**src/rtl/adc_rf_pkg.sv**
```systemverilog
package adc_rf_pkg;

  localparam int BYTE_W = 8;
  localparam int RES_W  = 10;
  localparam int CH_W   = 3;
  localparam int REF_W  = 2;
  localparam int PIN_W  = 2;

  typedef struct packed {
    logic             diff;
    logic [PIN_W-1:0] pos;
    logic [PIN_W-1:0] neg;
    logic             gain_hi;
  } fe_sel_t;

  // Decode a channel code into front-end routing.
  function automatic fe_sel_t decode_channel(input logic [CH_W-1:0] code);
    fe_sel_t s;
    s.diff    = code[CH_W-1];
    s.gain_hi = code[CH_W-1] & code[0];
    if (!code[CH_W-1]) begin
      s.pos = code[PIN_W-1:0];
      s.neg = '0;
    end else begin
      s.pos = PIN_W'(2);
      s.neg = code[1] ? PIN_W'(3) : PIN_W'(2);
    end
    return s;
  endfunction

  // Present the result on two bytes; left alignment packs it to the top.
  function automatic logic [2*BYTE_W-1:0] format_result(input logic [RES_W-1:0] res,
                                                       input logic left);
    logic [2*BYTE_W-1:0] wide;
    wide = (2*BYTE_W)'(res);
    if (left) wide = wide << (2*BYTE_W - RES_W);
    return wide;
  endfunction

endpackage

```
**src/rtl/adc_rf_ctrl.sv**
```systemverilog
module adc_rf_ctrl
  import adc_rf_pkg::*;
(
  input  logic              clk,
  input  logic              rst_n,
  input  logic              wr_sel,
  input  logic [BYTE_W-1:0] wdata,
  input  logic              seq_done,
  output logic [BYTE_W-1:0] ctrl_rd,
  output logic              enable,
  output logic              start,
  output logic              free_run,
  output logic [2:0]        prescale,
  output logic              irq
);

  logic       en_q, start_q, free_q, flag_q, ie_q;
  logic [2:0] presc_q;
  logic       start_d, flag_d;

  // Named events for the assertions
  logic wr_enable_bit, wr_start_bit, wr_flag_bit;
  assign wr_enable_bit = wdata[7];
  assign wr_start_bit  = wdata[6];
  assign wr_flag_bit   = wdata[4];

  always_comb begin
    start_d = start_q;
    if (seq_done && !free_q) start_d = 1'b0;
    if (wr_sel && wr_start_bit) start_d = 1'b1;
    if (wr_sel && !wr_enable_bit) start_d = 1'b0;
    flag_d = flag_q;
    if (wr_sel && wr_flag_bit) flag_d = 1'b0;
    if (seq_done) flag_d = 1'b1;
  end

  always_ff @(posedge clk) begin
    if (!rst_n) begin
      en_q    <= 1'b0;
      start_q <= 1'b0;
      free_q  <= 1'b0;
      flag_q  <= 1'b0;
      ie_q    <= 1'b0;
      presc_q <= '0;
    end else begin
      start_q <= start_d;
      flag_q  <= flag_d;
      if (wr_sel) begin
        en_q    <= wdata[7];
        free_q  <= wdata[5];
        ie_q    <= wdata[3];
        presc_q <= wdata[2:0];
      end
    end
  end

  assign ctrl_rd  = {en_q, start_q, free_q, flag_q, ie_q, presc_q};
  assign enable   = en_q;
  assign start    = start_q;
  assign free_run = free_q;
  assign prescale = presc_q;
  assign irq      = flag_q & ie_q;

  assert_done_sets_flag_R5: assert property (@(posedge clk) disable iff (!rst_n)
    seq_done |=> flag_q);

  assert_single_done_clears_start_R4: assert property (@(posedge clk) disable iff (!rst_n)
    (seq_done && !free_q && !wr_sel) |=> !start_q);

  assert_disable_drops_start_R4: assert property (@(posedge clk) disable iff (!rst_n)
    (wr_sel && !wr_enable_bit) |=> !start_q);

  assert_zero_start_write_R3: assert property (@(posedge clk) disable iff (!rst_n)
    (wr_sel && wr_enable_bit && !wr_start_bit && !seq_done) |=> start_q == $past(start_q));

endmodule

```
**src/rtl/adc_rf_cfg.sv**
```systemverilog
module adc_rf_cfg
  import adc_rf_pkg::*;
(
  input  logic              clk,
  input  logic              rst_n,
  input  logic              wr_sel,
  input  logic [BYTE_W-1:0] wdata,
  input  logic              seq_busy,
  input  logic              seq_start,
  input  logic              seq_done,
  output logic [BYTE_W-1:0] mux_rd,
  output logic              left_align,
  output logic [REF_W-1:0]  act_ref,
  output logic [CH_W-1:0]   act_ch,
  output logic              extend
);

  logic [REF_W-1:0] ref_pend;
  logic [CH_W-1:0]  ch_pend;
  logic             left_q;
  logic             ext_q;

  // Named events for the assertions
  logic ref_change, may_load;
  assign ref_change = wr_sel && (wdata[7:6] != ref_pend);
  assign may_load   = !seq_busy || seq_done;

  always_ff @(posedge clk) begin
    if (!rst_n) begin
      ref_pend <= '0;
      ch_pend  <= '0;
      left_q   <= 1'b0;
      act_ref  <= '0;
      act_ch   <= '0;
      ext_q    <= 1'b0;
    end else begin
      if (wr_sel) begin
        ref_pend <= wdata[7:6];
        left_q   <= wdata[5];
        ch_pend  <= wdata[CH_W-1:0];
      end
      if (may_load) begin
        act_ref <= ref_pend;
        act_ch  <= ch_pend;
      end
      if (ref_change)     ext_q <= 1'b1;
      else if (seq_start) ext_q <= 1'b0;
    end
  end

  assign mux_rd     = {ref_pend, left_q, 2'b00, ch_pend};
  assign left_align = left_q;
  assign extend     = ext_q;

  assert_active_frozen_R6: assert property (@(posedge clk) disable iff (!rst_n)
    (seq_busy && !seq_done) |=> $stable({act_ref, act_ch}));

  assert_ref_change_extends_R9: assert property (@(posedge clk) disable iff (!rst_n)
    ref_change |=> extend);

  assert_start_ends_extend_R9: assert property (@(posedge clk) disable iff (!rst_n)
    (seq_start && !wr_sel) |=> !extend);

endmodule

```
**src/rtl/adc_rf_result.sv**
```systemverilog
module adc_rf_result
  import adc_rf_pkg::*;
(
  input  logic              clk,
  input  logic              rst_n,
  input  logic              seq_done,
  input  logic [RES_W-1:0]  seq_result,
  input  logic              left_align,
  output logic [BYTE_W-1:0] data_hi,
  output logic [BYTE_W-1:0] data_lo
);

  logic [RES_W-1:0]    res_q;
  logic [2*BYTE_W-1:0] view;

  always_ff @(posedge clk) begin
    if (!rst_n) res_q <= '0;
    else if (seq_done) res_q <= seq_result;
  end

  assign view    = format_result(res_q, left_align);
  assign data_hi = view[2*BYTE_W-1:BYTE_W];
  assign data_lo = view[BYTE_W-1:0];

  assert_result_capture_R8: assert property (@(posedge clk) disable iff (!rst_n)
    seq_done |=> res_q == $past(seq_result));

  assert_right_high_zero_R8: assert property (@(posedge clk) disable iff (!rst_n)
    !left_align |-> data_hi[BYTE_W-1:RES_W-BYTE_W] == '0);

endmodule

```
**src/rtl/adc_regfile.sv**
```systemverilog
module adc_regfile
  import adc_rf_pkg::*;
#(
  parameter int ADDR_W = 6,
  parameter logic [ADDR_W-1:0] DLO_ADDR  = 6'h04,
  parameter logic [ADDR_W-1:0] DHI_ADDR  = 6'h05,
  parameter logic [ADDR_W-1:0] CTRL_ADDR = 6'h06,
  parameter logic [ADDR_W-1:0] MUX_ADDR  = 6'h07
) (
  input  logic              clk,
  input  logic              rst_n,
  input  logic [ADDR_W-1:0] bus_addr,
  input  logic              bus_wr,
  input  logic [7:0]        bus_wdata,
  output logic [7:0]        bus_rdata,
  input  logic              seq_busy,
  input  logic              seq_start,
  input  logic              seq_done,
  input  logic [9:0]        seq_result,
  output logic              cfg_enable,
  output logic              cfg_start,
  output logic              cfg_free_run,
  output logic [2:0]        cfg_prescale,
  output logic              cfg_extend,
  output logic              irq,
  output logic [1:0]        fe_ref,
  output logic              fe_diff,
  output logic [1:0]        fe_pos,
  output logic [1:0]        fe_neg,
  output logic              fe_gain20
);

  logic              ctrl_wr, mux_wr;
  logic [BYTE_W-1:0] ctrl_rd, mux_rd, data_hi, data_lo;
  logic              left_align;
  logic [REF_W-1:0]  act_ref;
  logic [CH_W-1:0]   act_ch;
  fe_sel_t           fe_sel;

  assign ctrl_wr = bus_wr && (bus_addr == CTRL_ADDR);
  assign mux_wr  = bus_wr && (bus_addr == MUX_ADDR);

  adc_rf_ctrl u_ctrl (
    .clk      (clk),
    .rst_n    (rst_n),
    .wr_sel   (ctrl_wr),
    .wdata    (bus_wdata),
    .seq_done (seq_done),
    .ctrl_rd  (ctrl_rd),
    .enable   (cfg_enable),
    .start    (cfg_start),
    .free_run (cfg_free_run),
    .prescale (cfg_prescale),
    .irq      (irq)
  );

  adc_rf_cfg u_cfg (
    .clk        (clk),
    .rst_n      (rst_n),
    .wr_sel     (mux_wr),
    .wdata      (bus_wdata),
    .seq_busy   (seq_busy),
    .seq_start  (seq_start),
    .seq_done   (seq_done),
    .mux_rd     (mux_rd),
    .left_align (left_align),
    .act_ref    (act_ref),
    .act_ch     (act_ch),
    .extend     (cfg_extend)
  );

  adc_rf_result u_res (
    .clk        (clk),
    .rst_n      (rst_n),
    .seq_done   (seq_done),
    .seq_result (seq_result),
    .left_align (left_align),
    .data_hi    (data_hi),
    .data_lo    (data_lo)
  );

  assign fe_sel    = decode_channel(act_ch);
  assign fe_ref    = act_ref;
  assign fe_diff   = fe_sel.diff;
  assign fe_pos    = fe_sel.pos;
  assign fe_neg    = fe_sel.neg;
  assign fe_gain20 = fe_sel.gain_hi;

  always_comb begin
    unique case (bus_addr)
      CTRL_ADDR: bus_rdata = ctrl_rd;
      MUX_ADDR:  bus_rdata = mux_rd;
      DHI_ADDR:  bus_rdata = data_hi;
      DLO_ADDR:  bus_rdata = data_lo;
      default:   bus_rdata = '0;
    endcase
  end

  assert_reserved_zero_R2: assert property (@(posedge clk) disable iff (!rst_n)
    (bus_addr == MUX_ADDR) |-> bus_rdata[4:3] == 2'b00);

  assert_single_input_routing_R10: assert property (@(posedge clk) disable iff (!rst_n)
    !fe_diff |-> (fe_neg == 2'b00 && !fe_gain20));

endmodule

```
**config.mk**
```make
export PLATFORM = sky130hd
export DESIGN_NAME = adc_regfile
export DESIGN_NICKNAME = d
export VERILOG_FILES = /design/src/rtl/adc_rf_pkg.sv /design/src/rtl/adc_rf_ctrl.sv /design/src/rtl/adc_rf_cfg.sv /design/src/rtl/adc_rf_result.sv /design/src/rtl/adc_regfile.sv
export SDC_FILE = /design/constraint.sdc
export NUM_CORES = 1
export LEC_CHECK = 0
export ABC_CLOCK_PERIOD_IN_PS = 1300
export BUFFER_PORTS_ARGS = -buffer_cell sky130_fd_sc_hd__buf_2
export CAP_MARGIN = 20
export CELL_PAD_IN_SITES_DETAIL_PLACEMENT = 1
export CELL_PAD_IN_SITES_GLOBAL_PLACEMENT = 1
export CORE_ASPECT_RATIO = 0.9
export CORE_MARGIN = 1
export CORE_UTILIZATION = 33
export CTS_CLUSTER_DIAMETER = 40
export DETAILED_ROUTE_END_ITERATION = 16
export HOLD_SLACK_MARGIN = 0.12
export PLACE_DENSITY_LB_ADDON = 0.25
export SETUP_SLACK_MARGIN = 0.5
export SLEW_MARGIN = 25
export SYNTH_ARGS = -nofsm -noshare
export SYNTH_HDL_FRONTEND = slang
export SYNTH_SLANG_ARGS = --single-unit
```
**constraint.sdc**
```tcl
create_clock -name clk -period 1.3 [get_ports clk]
set_input_delay 0.13 -clock clk [delete_from_list [all_inputs] [get_ports clk]]
set_output_delay 0.13 -clock clk [all_outputs]
set_load 0.02 [all_outputs]
```
==> impl_results.md <==
* Most frequent cells in the layout: buf_6 (35), buf_2 (27), mux2i_1 (25)
* FP Rows at 23
* Overall Global Routing Usage at 0.252
* # diodes at 0
* Synth cell types at 36
* Max cap viols at 0
* Initial antenna violation count at 0
* Clock Latency Late Sink at 290 ps
* Fillers at 510
* Setup Viol. Count Final at 8
* Nets at 284
* # IOs at 54
* Yosys warning count at 0
* Routability cong. at 0.803
* Clk buf depth at 2
* Max-Slew Margin vs Limit at 0.665
* Worst hold start: seq_result[5]
* Core area at 4490 um2
* DR pass1 iterations at 4
* Fin worst setup slack at -505 ps
* Startpoint Class: flip-flop
* Starting Density at 0.344
* Crit path launch: u_cfg.left_align
* Delay-heaviest family, CP: multiplexers
* Ys flop type: dfxtp_1
* Port bufs at 53
* Post-layout util at 0.598
* DP HPWL at 4050 um
* Sequential cell area at 624 um2
* Max H-tree Level at 2
* Switching Share at 0.264
* Worst Clk Skew at 2.62 ps
* RSZ-0062 raised after global routing: true
* Layout area overhead at 73.5%
* WP data arrival at 1670 ps
* Syn Inst Count at 167
* DRT Wirelength at 6520 um
* Number of global-route vias before repair at 1,760
* Die X at 74.2 um
* Net Sw Power at 552 uW
* Proportion of power drawn by the clock network at 0.377
* Commonest non-fill, non-tap cell in the layout: buf_6
* Clk sinks at 30
* Synthesized flop and latch total at 30
* Fin. Hold Viols at 0
* LEAKAGE at 0.00125 uW
* Worst path required time at 1170 ps
* HP Class: input pin to flip-flop
* R2r startpoint: u_cfg.ref_pend[0]
* GRT Residual Overflow at 0
* Drt first-iter violations at 74
* Pint at 1540 uW
* Post-Synthesis Cell Area at 1550 um2
* Combinational share of power at 0.165
* Status: complete, but fails checks
* Largest net degree at the start of global routing at 19
* Clock root cell: clkbuf_8
* Multi-input gate area at 1040 um2
* ANT nets after route at 0
* Layout cell share with drive strength beyond 1 at 0.549
* Seq pwr share at 0.458
* Crit-path max FO at 3
* CTS tree: built
* Vias per cell at 5.21
* Worst-Margin Slew at 498 ps
* # hold bufs at CTS at 9
* CTS clk-pin slew, worst paths at 60 ps
* Worst path cell trace: mux2_4, mux4_2, and2_4, buf_6
* Post-synth EDFFs at 0
* Sequential fraction of the synthesis area at 0.388
* Worst VDD drop at 0.469 mV
* Residual DRC at 0
* Crit path kind: flip-flop to output pin
* Async set-reset flop share out of synthesis at 0
* Failing checks: negative setup slack
* DIE HEIGHT at 66.9 um
* Post-route minimum period at 1800 ps
* Max Slew Vio Count at 0
* Die area at 4960 um2
* Via count at 1,651
* CP max stage delay at 460 ps
* Critical path buffers and inverters at 1
* Tcrit/Tclk final at 1.39
* Avg Cell Area, Syn at 9.26 um2
* Syn_nets at 197
* CTS buffer count at 5
* First-pass GRT wire length at 8920 um
* PD cells at 780 nW/um2
* Drt wl/cell at 20.6 um
* Slowest-stage cell, CP: mux4_2
* Overall Power at 2090 uW
* Max Freq at 554 MHz
* CP endpoint kind: output pin
## final cells by class
class / instances / share of cell area
clock buffers: 7 / 0.0322
clock inverters: 1 / 0.00187
inverters: 3 / 0.00466
multi-input cells: 121 / 0.387
flip-flops and latches: 30 / 0.233
well taps: 62 / 0.0289
repair buffers: 93 / 0.313
## flip-flops by register name, indices dropped and copies added, names as in the netlist, 2 cells and up
| signal | cells |
|---|---|
| u_cfg.ch_pend | 3 |
| u_cfg.act_ch | 3 |
| u_ctrl.prescale | 3 |
| u_cfg.ref_pend | 2 |
| u_cfg.act_ref | 2 |
| u_res.res_q | 10 |
## synthesized netlist by cell type, types with 2 or more instances
master    number  area share
buf_2          5       0.016
nor3b_1        2      0.0097
and2_1         6       0.024
buf_4          2      0.0097
inv_1          2      0.0049
nand2_1       19       0.046
nor2_1        17       0.041
nand2b_1       2      0.0081
xor2_1         2       0.011
a22o_1         2       0.011
and3_1         4       0.016
clkbuf_1       5       0.012
mux2i_1       31        0.20
a32o_1         2       0.013
a31oi_1        4       0.016
dfxtp_1       30        0.39
a21oi_1        4       0.013
nand3_1        2      0.0065
o21ai_0        6       0.019
a211oi_1       2      0.0097
nor2b_1        3       0.012
## path summary, 6_finish.rpt
| kind | endpoint | slack [ps] | depth (start not counted) |
|---|---|---|---|
| setup / recovery | bus_rdata[6] | -500 | 4 |
| hold / removal | u_res.res_q[5] | 110 | 3 |
| setup reg to reg | u_cfg.extend | 310 | 4 |
| hold reg to reg | u_ctrl.prescale[1] | 490 | 2 |
## logic make-up after synthesis
kind of cell	count (synthesis)	share of synthesized area
simple gates	63	0.227
mux	33	0.222
flops	30	0.388
compound gates	23	0.0987
buf+inv	16	0.0526
xor+xnor	2	0.0113
## worst reg2reg max path: cells and delay by family, from the launching register on
kind                   cells  cell delay [ps]
AO/OA/AOI/OAI              2              260
XOR/XNOR                   1              140
buffers and inverters      1              130
flip-flops                 1              330
## layer usage
metal	wire length (um)	vias to the layer above	global-route usage
li1	-	756	-
met1	2650	815	0.274
met2	3360	63	0.464
met3	344	17	0.0635
met4	167	0	0.0962
met5	0	-	0
## stage by stage
stage          hold WS, ps  TNS [ps]  cells  worst slack, ps  instance area, um2
2_1_floorplan          241     -84.5    167            -78.0                1630
3_3_place_gp           340     -1230    293             -200                2100
3_5_place_dp           345     -1850    293             -234                2100
4_1_cts               95.8     -3120    316             -500                2590
5_1_grt                106     -3650    317             -527                2680
6_report               107     -3260    317             -505                2680
## power by group through the flow
stage               registers (uW)  logic, uW  clock network (uW)
floorplan                      975        142                   0
global placement               978        249                   0
detailed placement             979        265                   0
CTS                            957        307                 797
global route                   961        364                 840
finish                         960        345                 789
## timing repair
item,4_1_cts,5_1_grt
endpoints found under the setup margin,39,48
setup buffers,6,1
endpoints found under the hold margin,12,2
resized for setup,86,19
pin swaps,25,12
No activity file was read; power rests on OpenSTA's default activity.
